==> src/rtl/i2cs_pkg.sv <==
package i2cs_pkg;
  localparam int BYTE_W = 8;
  localparam int CNT_W  = $clog2(BYTE_W + 2);
  localparam logic [CNT_W-1:0] BIT_LAST = CNT_W'(BYTE_W);
  localparam logic [CNT_W-1:0] ACK_SLOT = CNT_W'(BYTE_W + 1);
  localparam logic [4:0] TENBIT_TAG = 5'b11110;

  typedef enum logic [2:0] {
    PH_IDLE,
    PH_ADDR_HI,
    PH_ADDR_LO,
    PH_DATA,
    PH_SKIP
  } phase_t;
endpackage

==> src/rtl/i2cs_sync.sv <==
module i2cs_sync #(
  parameter int STAGES = 2
) (
  input  logic clk,
  input  logic rst_n,
  input  logic line_i,
  output logic level_o,
  output logic rise_o,
  output logic fall_o
);
  logic [STAGES-1:0] chain_q;
  logic              prev_q;

  always_ff @(posedge clk or negedge rst_n) begin
    if (!rst_n) begin
      chain_q <= '1;
      prev_q  <= 1'b1;
    end else begin
      chain_q <= {chain_q[STAGES-2:0], line_i};
      prev_q  <= chain_q[STAGES-1];
    end
  end

  assign level_o = chain_q[STAGES-1];
  assign rise_o  = chain_q[STAGES-1] & ~prev_q;
  assign fall_o  = ~chain_q[STAGES-1] & prev_q;
endmodule

==> src/rtl/i2cs_rxbuf.sv <==
module i2cs_rxbuf import i2cs_pkg::*; (
  input  logic              clk,
  input  logic              rst_n,
  input  logic              load_i,
  input  logic [BYTE_W-1:0] load_data_i,
  input  logic              in_ack_i,
  input  logic              settle_i,
  input  logic              ready_i,
  output logic [BYTE_W-1:0] data_o,
  output logic              valid_o,
  output logic              full_o
);
  logic [BYTE_W-1:0] buf_q;
  logic              full_q;
  logic              pend_q;
  logic              take;

  assign valid_o = full_q & ~pend_q;
  assign take    = valid_o & ready_i;

  always_ff @(posedge clk or negedge rst_n) begin
    if (!rst_n) begin
      buf_q  <= '0;
      full_q <= 1'b0;
      pend_q <= 1'b0;
    end else if (load_i) begin
      buf_q  <= load_data_i;
      full_q <= 1'b1;
      pend_q <= 1'b0;
    end else begin
      if (take && !in_ack_i) full_q <= 1'b0;
      else if (take)         pend_q <= 1'b1;
      if (settle_i && pend_q) begin
        full_q <= 1'b0;
        pend_q <= 1'b0;
      end
    end
  end

  assign data_o = buf_q;
  assign full_o = full_q;
endmodule

==> src/rtl/i2cs_core.sv <==
module i2cs_core import i2cs_pkg::*; (
  input  logic              clk,
  input  logic              rst_n,
  input  logic              scl_lvl_i,
  input  logic              scl_rise_i,
  input  logic              scl_fall_i,
  input  logic              sda_lvl_i,
  input  logic              sda_rise_i,
  input  logic              sda_fall_i,
  input  logic              mode10_i,
  input  logic [BYTE_W-1:0] addr_i,
  input  logic              addr_we_i,
  input  logic              irq_clr_i,
  input  logic              ovf_clr_i,
  input  logic              buf_full_i,
  output logic              load_o,
  output logic [BYTE_W-1:0] load_data_o,
  output logic              in_ack_o,
  output logic              settle_o,
  output logic              sda_oe_o,
  output logic              hold_o,
  output logic              irq_o,
  output logic              ovf_o,
  output logic              rw_o,
  output logic              start_o,
  output logic              stop_o
);
  phase_t            phase_q, nxt_q, nxt_phase;
  logic [CNT_W-1:0]  cnt_q;
  logic [BYTE_W-1:0] sh_q;
  logic sda_oe_q, hold_q, irq_q, ovf_q, rw_q, sta_q, sto_q;
  logic ten_ok_q, irq_arm_q, hold_arm_q;
  logic hit, want_hold, blocked, give_ack;
  logic active, start_ev, stop_ev, bit_ev, byte_end, slot_end;

  assign start_ev = scl_lvl_i & sda_fall_i;
  assign stop_ev  = scl_lvl_i & sda_rise_i;
  assign active   = (phase_q == PH_ADDR_HI) || (phase_q == PH_ADDR_LO) ||
                    (phase_q == PH_DATA);
  assign bit_ev   = active && scl_rise_i && (cnt_q < BIT_LAST);
  assign byte_end = active && scl_fall_i && (cnt_q == BIT_LAST);
  assign slot_end = active && scl_fall_i && (cnt_q == ACK_SLOT);

  // Decision taken when the eighth bit has been shifted in
  always_comb begin
    hit       = 1'b0;
    want_hold = 1'b0;
    nxt_phase = PH_SKIP;
    unique case (phase_q)
      PH_ADDR_HI: begin
        if (!mode10_i) begin
          hit       = (sh_q[7:1] == addr_i[7:1]);
          nxt_phase = sh_q[0] ? PH_SKIP : PH_DATA;
        end else begin
          hit       = (sh_q[7:3] == TENBIT_TAG) && (sh_q[7:1] == addr_i[7:1]) &&
                      (!sh_q[0] || ten_ok_q);
          nxt_phase = sh_q[0] ? PH_SKIP : PH_ADDR_LO;
          want_hold = !sh_q[0];
        end
      end
      PH_ADDR_LO: begin
        hit       = (sh_q == addr_i);
        nxt_phase = PH_DATA;
        want_hold = 1'b1;
      end
      PH_DATA: begin
        hit       = 1'b1;
        nxt_phase = PH_DATA;
      end
      default: hit = 1'b0;
    endcase
  end

  assign blocked  = buf_full_i | ovf_q;
  assign give_ack = hit & ~blocked;

  always_ff @(posedge clk or negedge rst_n) begin
    if (!rst_n) begin
      phase_q    <= PH_IDLE;
      nxt_q      <= PH_IDLE;
      cnt_q      <= '0;
      sh_q       <= '0;
      sda_oe_q   <= 1'b0;
      hold_q     <= 1'b0;
      irq_q      <= 1'b0;
      ovf_q      <= 1'b0;
      rw_q       <= 1'b0;
      sta_q      <= 1'b0;
      sto_q      <= 1'b0;
      ten_ok_q   <= 1'b0;
      irq_arm_q  <= 1'b0;
      hold_arm_q <= 1'b0;
    end else begin
      if (irq_clr_i) irq_q  <= 1'b0;
      if (ovf_clr_i) ovf_q  <= 1'b0;
      if (addr_we_i) hold_q <= 1'b0;
      if (start_ev) begin
        phase_q    <= PH_ADDR_HI;
        cnt_q      <= '0;
        sda_oe_q   <= 1'b0;
        sta_q      <= 1'b1;
        sto_q      <= 1'b0;
        irq_arm_q  <= 1'b0;
        hold_arm_q <= 1'b0;
      end else if (stop_ev) begin
        phase_q    <= PH_IDLE;
        cnt_q      <= '0;
        sda_oe_q   <= 1'b0;
        sta_q      <= 1'b0;
        sto_q      <= 1'b1;
        ten_ok_q   <= 1'b0;
        irq_arm_q  <= 1'b0;
        hold_arm_q <= 1'b0;
      end else if (bit_ev) begin
        sh_q  <= {sh_q[BYTE_W-2:0], sda_lvl_i};
        cnt_q <= cnt_q + 1'b1;
      end else if (byte_end) begin
        cnt_q      <= ACK_SLOT;
        irq_arm_q  <= hit;
        hold_arm_q <= give_ack & want_hold;
        sda_oe_q   <= give_ack;
        if (hit && buf_full_i) ovf_q <= 1'b1;
        if (hit && phase_q == PH_ADDR_HI) rw_q <= sh_q[0];
        if (give_ack && phase_q == PH_ADDR_LO) ten_ok_q <= 1'b1;
        nxt_q <= (give_ack || phase_q == PH_DATA) ? nxt_phase : PH_SKIP;
      end else if (slot_end) begin
        cnt_q      <= '0;
        sda_oe_q   <= 1'b0;
        phase_q    <= nxt_q;
        if (irq_arm_q) irq_q <= 1'b1;
        if (hold_arm_q && !addr_we_i) hold_q <= 1'b1;
        irq_arm_q  <= 1'b0;
        hold_arm_q <= 1'b0;
      end
    end
  end

  assign load_o      = byte_end & give_ack;
  assign load_data_o = sh_q;
  assign in_ack_o    = active && (cnt_q == ACK_SLOT);
  assign settle_o    = slot_end | stop_ev;
  assign sda_oe_o    = sda_oe_q;
  assign hold_o      = hold_q;
  assign irq_o       = irq_q;
  assign ovf_o       = ovf_q;
  assign rw_o        = rw_q;
  assign start_o     = sta_q;
  assign stop_o      = sto_q;
endmodule

==> src/rtl/i2c_addr10_slave.sv <==
module i2c_addr10_slave import i2cs_pkg::*; #(
  parameter int SYNC_STAGES = 2
) (
  input  logic              clk,
  input  logic              rst_n,
  input  logic              scl_i,
  input  logic              sda_i,
  output logic              scl_oe_o,
  output logic              sda_oe_o,
  input  logic              mode10_i,
  input  logic              addr_we_i,
  input  logic [BYTE_W-1:0] addr_wdata_i,
  output logic [BYTE_W-1:0] rx_data_o,
  output logic              rx_valid_o,
  input  logic              rx_ready_i,
  output logic              buf_full_o,
  output logic              irq_o,
  input  logic              irq_clr_i,
  output logic              ovf_o,
  input  logic              ovf_clr_i,
  output logic              upd_addr_o,
  output logic              rw_o,
  output logic              start_o,
  output logic              stop_o
);
  localparam int NLINES = 2;

  logic [NLINES-1:0] raw, lvl, rise, fall;
  logic [BYTE_W-1:0] addr_q;
  logic [BYTE_W-1:0] load_data;
  logic load, in_ack, settle, hold;

  assign raw = {sda_i, scl_i};

  for (genvar g = 0; g < NLINES; g++) begin : g_sync
    i2cs_sync #(.STAGES(SYNC_STAGES)) u_sync (
      .clk    (clk),
      .rst_n  (rst_n),
      .line_i (raw[g]),
      .level_o(lvl[g]),
      .rise_o (rise[g]),
      .fall_o (fall[g])
    );
  end

  always_ff @(posedge clk or negedge rst_n) begin
    if (!rst_n)         addr_q <= '0;
    else if (addr_we_i) addr_q <= addr_wdata_i;
  end

  i2cs_core u_core (
    .clk        (clk),
    .rst_n      (rst_n),
    .scl_lvl_i  (lvl[0]),
    .scl_rise_i (rise[0]),
    .scl_fall_i (fall[0]),
    .sda_lvl_i  (lvl[1]),
    .sda_rise_i (rise[1]),
    .sda_fall_i (fall[1]),
    .mode10_i   (mode10_i),
    .addr_i     (addr_q),
    .addr_we_i  (addr_we_i),
    .irq_clr_i  (irq_clr_i),
    .ovf_clr_i  (ovf_clr_i),
    .buf_full_i (buf_full_o),
    .load_o     (load),
    .load_data_o(load_data),
    .in_ack_o   (in_ack),
    .settle_o   (settle),
    .sda_oe_o   (sda_oe_o),
    .hold_o     (hold),
    .irq_o      (irq_o),
    .ovf_o      (ovf_o),
    .rw_o       (rw_o),
    .start_o    (start_o),
    .stop_o     (stop_o)
  );

  i2cs_rxbuf u_rxbuf (
    .clk        (clk),
    .rst_n      (rst_n),
    .load_i     (load),
    .load_data_i(load_data),
    .in_ack_i   (in_ack),
    .settle_i   (settle),
    .ready_i    (rx_ready_i),
    .data_o     (rx_data_o),
    .valid_o    (rx_valid_o),
    .full_o     (buf_full_o)
  );

  assign scl_oe_o   = hold;
  assign upd_addr_o = hold;
endmodule

==> config.mk <==
export PLATFORM = sky130hd
export DESIGN_NAME = i2c_addr10_slave
export DESIGN_NICKNAME = d
export VERILOG_FILES = /design/src/rtl/i2cs_pkg.sv /design/src/rtl/i2cs_sync.sv /design/src/rtl/i2cs_rxbuf.sv /design/src/rtl/i2cs_core.sv /design/src/rtl/i2c_addr10_slave.sv
export SDC_FILE = /design/constraint.sdc
export NUM_CORES = 1
export LEC_CHECK = 0
export ABC_AREA = 1
export BUFFER_PORTS_ARGS = -buffer_cell sky130_fd_sc_hd__buf_2
export CAP_MARGIN = 20
export CELL_PAD_IN_SITES_DETAIL_PLACEMENT = 0
export CELL_PAD_IN_SITES_GLOBAL_PLACEMENT = 1
export CORE_ASPECT_RATIO = 1.4
export CORE_UTILIZATION = 46
export CTS_CLUSTER_DIAMETER = 30
export DETAILED_ROUTE_END_ITERATION = 7
export PLACE_DENSITY_LB_ADDON = 0.1
export SYNTH_ARGS = -nofsm -noshare
export SYNTH_HDL_FRONTEND = slang
export SYNTH_HIERARCHICAL = 1
export SYNTH_SLANG_ARGS = --single-unit
==> constraint.sdc <==
create_clock -name clk -period 4.84 [get_ports clk]
set_clock_uncertainty 0.1 [all_clocks]
set_input_delay 0 -clock clk [delete_from_list [all_inputs] [get_ports clk]]
set_output_delay 0 -clock clk [all_outputs]
set_load 0.02 [all_outputs]
After elaboration in Yosys (flattened, before gate mapping)
Index checks and enable logic that the tools add are counted.
Widths: inputs -> output; s select.
{ "word_totals": {"regBits": 52, "in_bits": 17, "output_inout_bits": 18, "elab_cells": 162} }
{ "classes": {"addsub": 1, "n_lt_le_gt_ge": 1, "n_eq_ne": 12, "muxes": 67, "bitwise_logic": 22, "n_reduce_logical": 37} }
{ "ops": {"columns": ["cell", "count"], "rows": [
  ["$mux 1", 50],
  ["$mux 3", 9],
  ["$mux 4", 5],
  ["$logic_and 1x1->1", 14],
  ["$and 1x1->1", 11],
  ["$not 1->1", 9],
  ["$reduce_bool 3->1", 3],
  ["$eq 4x4->1 const B", 2],
  ["$eq 8x8->1", 1],
  ["$reduce_and 4->1", 2],
  ["$eq 7x7->1", 1],
  ["$eq 3x2->1 const B", 2],
  ["$ne 3x1->1 const B", 2],
  ["$pmux 3 s2", 1],
  ["$reduce_and 3->1", 2],
  ["$reduce_bool 2->1", 3],
  ["$eq 5x5->1 const B", 1],
  ["$reduce_and 5->1", 1],
  ["$reduce_bool 5->1", 1],
  ["$add 4x1->4 const B", 1],
  ["$logic_or 1x1->1", 4],
  ["$lt 4x4->1 const B", 1],
  ["$reduce_and 2->1", 2],
  ["$reduce_bool 4->1", 1],
  ["other kinds (8)", 11]
]} }

Logic depth before layout (Yosys ltp)
{ "logic_depth": {"ltp_word": 11, "depth_mapped": 14, "ltp_nobuf": 13} }

Cells and area by module
Netlist, hierarchy kept.
{ "modules_own_cells": {"columns": ["mod", "instances", "cells_per_inst", "area_each_um2", "seq_area_each_um2"], "rows": [
  ["i2cs_core", 1, 191, 1540.2, 700.7],
  ["i2cs_rxbuf", 1, 48, 414.1, 250.2],
  ["i2c_addr10_slave", 1, 35, 312.8, 200.2],
  ["i2cs_sync", 2, 7, 93.8, 78.8]
]} }

Worst setup path before layout
No wires, ideal clock.
{ "synth_timing": {"path_kind": "register to register", "start": "reg g_sync[0].u_sync.prev_q", "end": "reg u_rxbuf.pend_q", "setup_time_ps": 120, "t_arrival_ps": 1499, "required_time_ps": 4620, "setup_slack_ps": 3122, "path_stages_with_launch": 10, "period_less_slack_ps": 1718, "cell_sequence": "dfstp_2 > inv_1 > nor2_1 > nand3_1 > nor2_4 > and3_1 > buf_6 > inv_2 > nand2_2 > a21oi_2"} }
{ "synth_between": {"elab_cells_between_ends": 12, "cone_classes": "eq/ne: 1; mux: 2; bitwise: 3; reduce/logical: 6"} }
{ "synth_rtl": {"columns": ["element", "line", "text"], "rows": [
  ["start: declaration", "i2cs_sync.sv:12", "logic prev_q;"],
  ["start signal: assignment", "i2cs_sync.sv:20", "prev_q <= chain_q[STAGES-1];"],
  ["$and 1x1->1 (*)", "i2cs_sync.sv:26", "assign fall_o = ~chain_q[STAGES-1] & prev_q;"],
  ["net fall[0]", "i2c_addr10_slave.sv:28", "logic [NLINES-1:0] raw, lvl, rise, fall;"],
  ["$logic_and 1x1->1 (*) (2 in a row)", "i2cs_core.sv:41", "assign byte_end = active && scl_fall_i && (cnt_q == BIT_LAST);"],
  ["$and 1x1->1 (*)", "i2cs_core.sv:138", "assign load_o = byte_end & give_ack;"],
  ["net load", "i2c_addr10_slave.sv:31", "logic load, in_ack, settle, hold;"],
  ["$ne 3x3->1 (no line) / $reduce_bool 3->1 (equally long branches)", null, null],
  ["$reduce_and 2->1 (no line)", null, null],
  ["end signal: assignment", "i2cs_rxbuf.sv:29", "pend_q <= 1'b0;"],
  ["end signal: assignment", "i2cs_rxbuf.sv:32", "else if (take) pend_q <= 1'b1;"],
  ["end signal: assignment", "i2cs_rxbuf.sv:35", "pend_q <= 1'b0;"],
  ["end: declaration", "i2cs_rxbuf.sv:15", "logic pend_q;"]
]} }
The timed path passes the listed nets; every way through them passes the cells marked *.
A chain may end at the register's enable or synchronous reset.

Worst setup path in the final report
Same ends and word-level chain as after synthesis.

==> results.cfg <==
[routing]
drtIter0Drc = 81
drc = 0
vias = 1977
wl_per_cell_um = 12.84
vias_per_cell = 4.741
postRouteWirelength_um = 5353
detail-route-antenna-nets = 0
drtPass1Iterations = 4

[global_routing]
gr-usage-all-layers_pct = 21.17
grt_pass1_vias = 1919
grt_overflow = 0
grt_first_pass_wirelength_um = 8990
antenna_found_initial = 0
grt_max_degree = 53

[yosys]
avgSynthCellArea_sq_um = 8.524
syn_nets = 308
synth_top_area_share_pct = 46.89
synth.distinct_cells = 33
synth_area_sq_mm = 0.002455
synth_warnings = 6
seq_area_frac_synth_pct = 53.31
ys_ff_latch = 52
yosys-top-cells-area = dfrtp_1 47%, nand2_1 15%, dfstp_2 6.4%
synthCells = 288
yosysTopAreaCell = dfrtp_1

[sta]
fmax_mhz = 494.9
final_max_slew_viol_count = 0
setup_tns_ps = 0
max_slew_margin_pct = 57.18
tightest_slew_ps = 642.3
finalHoldViolations = 0
grt_setup_unrepaired = false
finalCritPeriodShare_pct = 41.75
timing.final.crit_period_ps = 2020
setup_violations = 0

[floorplanning]
initial_utilization_pct = 47.59
core_area_sq_mm = 0.005159
ios = 35
die_h_um = 88.44
die_w_um = 63.74
core.rowCount = 31
die_area_sq_mm = 0.005637

[critical_path]
critPathLaunchType = flop
reg2reg_to = u_rxbuf/pend_q$_DFFE_PN0P_
endpoint_kind = flop
ff2ff_path_depth = 8
crit_type = reg -> reg
r2r_slack_ps = 2820
critPathArrivalTime_ps = 2120
critPathMaxFanout = 10
r2r-start = g_sync[0].u_sync/prev_q$_DFF_PN1_
cp.required_ps = 4940

[status]
status = finished, final reports clean

[worst_hold_path]
hp-class = in -> async

[clock_network]
cts-buffers-inserted = 5
cts_sinks = 52
clockRootBuffer = clkbuf_8
clk_pin_slew_ps = 90
clock_path_buffers = 2
cts_tree = yes
postCtsSetupBuffers = 0
postCtsResizedCells = 0
clk_latency_ps = 300
cts_max_level = 2

[power]
cellInternalPower_uw = 705.3
ir_drop_mv = 0.1942
netSwitchingFraction_pct = 29.48
p_sw_uw = 294.8
p_leak_uw = 0.001640
sequentialPowerShare_pct = 53.0
p_clk_share_pct = 29.6
p_comb_share_pct = 17.3
power_density_mw_per_mm2 = 329.9
total_power_uw = 1000

[run]
drv_cap = 0

[placed_design]
io_buffers = 34
place_hpwl_um = 3952
placed_cell_area_sq_mm = 0.002680
routabilityCongestion = 0.8126

[final_layout]
design_area_sq_mm = 0.003032
fin_nets = 370
area_delta_synth_final_pct = 23.50
drive_gt1_share_pct = 19.37
n_antenna_cell = 0
post-route-util_pct = 58.77
[state kept, by name (all words and copies together), names as in the netlist]
signal	count
addr_q	8
u_core/load_data_o	8
u_rxbuf/data_o	8
g_sync.u_sync/chain_q	4
u_core/cnt_q	4
u_core/nxt_q	3
u_core/phase_q	3
g_sync.u_sync/prev_q	2
u_core/hold_arm_q	1
u_core/hold_o	1
u_core/irq_arm_q	1
u_core/irq_o	1
u_core/ovf_o	1
u_core/rw_o	1
u_core/sda_oe_o	1
u_core/start_o	1
u_core/stop_o	1
u_core/ten_ok_q	1
u_rxbuf/full_o	1
u_rxbuf/pend_q	1
[cell type report]
type,count,area (sq um)
Fill cell,507,2127
Multi-Input combinational cell,190,953.4
Tap cell,66,82.58
Sequential cell,52,1309
Inverter,42,157.7
Clock inverter,3,42.54
Clock buffer,5,68.82
Timing Repair Buffer,59,417.9
[per-stage QoR]
stage	hold slack, ps	setup slack, ps	std cells
global route	218.5	2550	417
global placement	4.317	2855	385
floorplan	-395.6	3122	288
detailed placement	6.398	2833	385
CTS	216.4	2794	417
finish	226.0	2820	417
[cells in the final DEF (no fill, tap or decap), types with 2 or more instances in the layout]
master,count
a21oi_1,8
buf_2,34
clkbuf_8,5
dfrtp_1,46
dfstp_2,6
dlygate4sd3_1,24
ha_1,3
inv_1,39
inv_2,3
nand2_1,101
nand2_2,3
nand2_4,3
nand3_1,9
nand4_1,5
nor2_1,21
nor2_4,2
nor2_8,2
nor3_1,2
o21ai_0,10
o21ai_1,4
o21ai_2,2
xnor2_1,4
[cells by family (layout without fill, tap and decap cells)]
kind of cell    Yosys count  after routing  share of synthesized area [%]
flops                    52             52                          53.31
buf+inv                  46            109                          7.849
simple gates            151            151                          27.78
xor+xnor                  5              5                          1.784
compound gates           31             31                          7.748
fa+ha+maj                 3              3                          1.529
[timing repair]
action | in CTS | in global routing
hold buffers | 24 | 0
endpoints found under the hold margin | 62 | 0
setup endpoints to repair | 0 | 0
[synthesized netlist by cell type, drive strengths merged]
| master | count |
|---|---|
| a21oi | 9 |
| a31oi | 1 |
| a41oi | 1 |
| and3 | 1 |
| buf | 4 |
| dfrtp | 46 |
| dfstp | 6 |
| ha | 3 |
| inv | 42 |
| nand2 | 107 |
| nand3 | 9 |
| nand4 | 5 |
| nor2 | 26 |
| nor3 | 3 |
| o21a | 1 |
| o21ai | 17 |
| o21bai | 1 |
| o31ai | 1 |
| xnor2 | 4 |
| xor2 | 1 |
[power by group through the flow]
stage                     clock [uW]  sequential (uW)  combinational [uW]
final                            296              530                 173
after global routing             326              538                 199
after CTS                        307              532                 175
after detailed placement           0              540                 160
after global placement             0              538                 159
after floorplan                    0              527                 112
[per-layer routing]
layer  track usage (%)  routed length (um)  up-vias
li1                  -                   -     1010
met1             23.26                2209      935
met2             40.62                2960       24
met3             3.479                  87        8
met4             7.645                  95        0
met5                 0                   0        -
[critical path, stage by stage (launching register included)]
cell and delay, ps:
dfstp_2 550, inv_1 40, nor2_1 150, nand3_1 150, nor2_4 240, and3_1 390
inv_2 150, nand2_2 100, a21oi_2 40
[worst max-delay path by stage]
stage	from	slack [ps]	endpoint	depth (start not counted)
5_1_grt	u_core/load_data_o[4]$_DFFE_PN0P_	2550	u_rxbuf/data_o[6]$_DFFE_PN0P_	12
6_report	g_sync[0].u_sync/prev_q$_DFF_PN1_	2820	u_rxbuf/pend_q$_DFFE_PN0P_	8
3_5_place_dp	g_sync[0].u_sync/prev_q$_DFF_PN1_	2830	u_rxbuf/data_o[2]$_DFFE_PN0P_	8
2_1_floorplan	g_sync[0].u_sync/prev_q$_DFF_PN1_	3120	u_rxbuf/pend_q$_DFFE_PN0P_	9
4_1_cts	g_sync[0].u_sync/prev_q$_DFF_PN1_	2790	u_rxbuf/pend_q$_DFFE_PN0P_	8
3_3_place_gp	g_sync[0].u_sync/prev_q$_DFF_PN1_	2860	u_rxbuf/data_o[6]$_DFFE_PN0P_	8
Power figures use the tool's default switching activity.
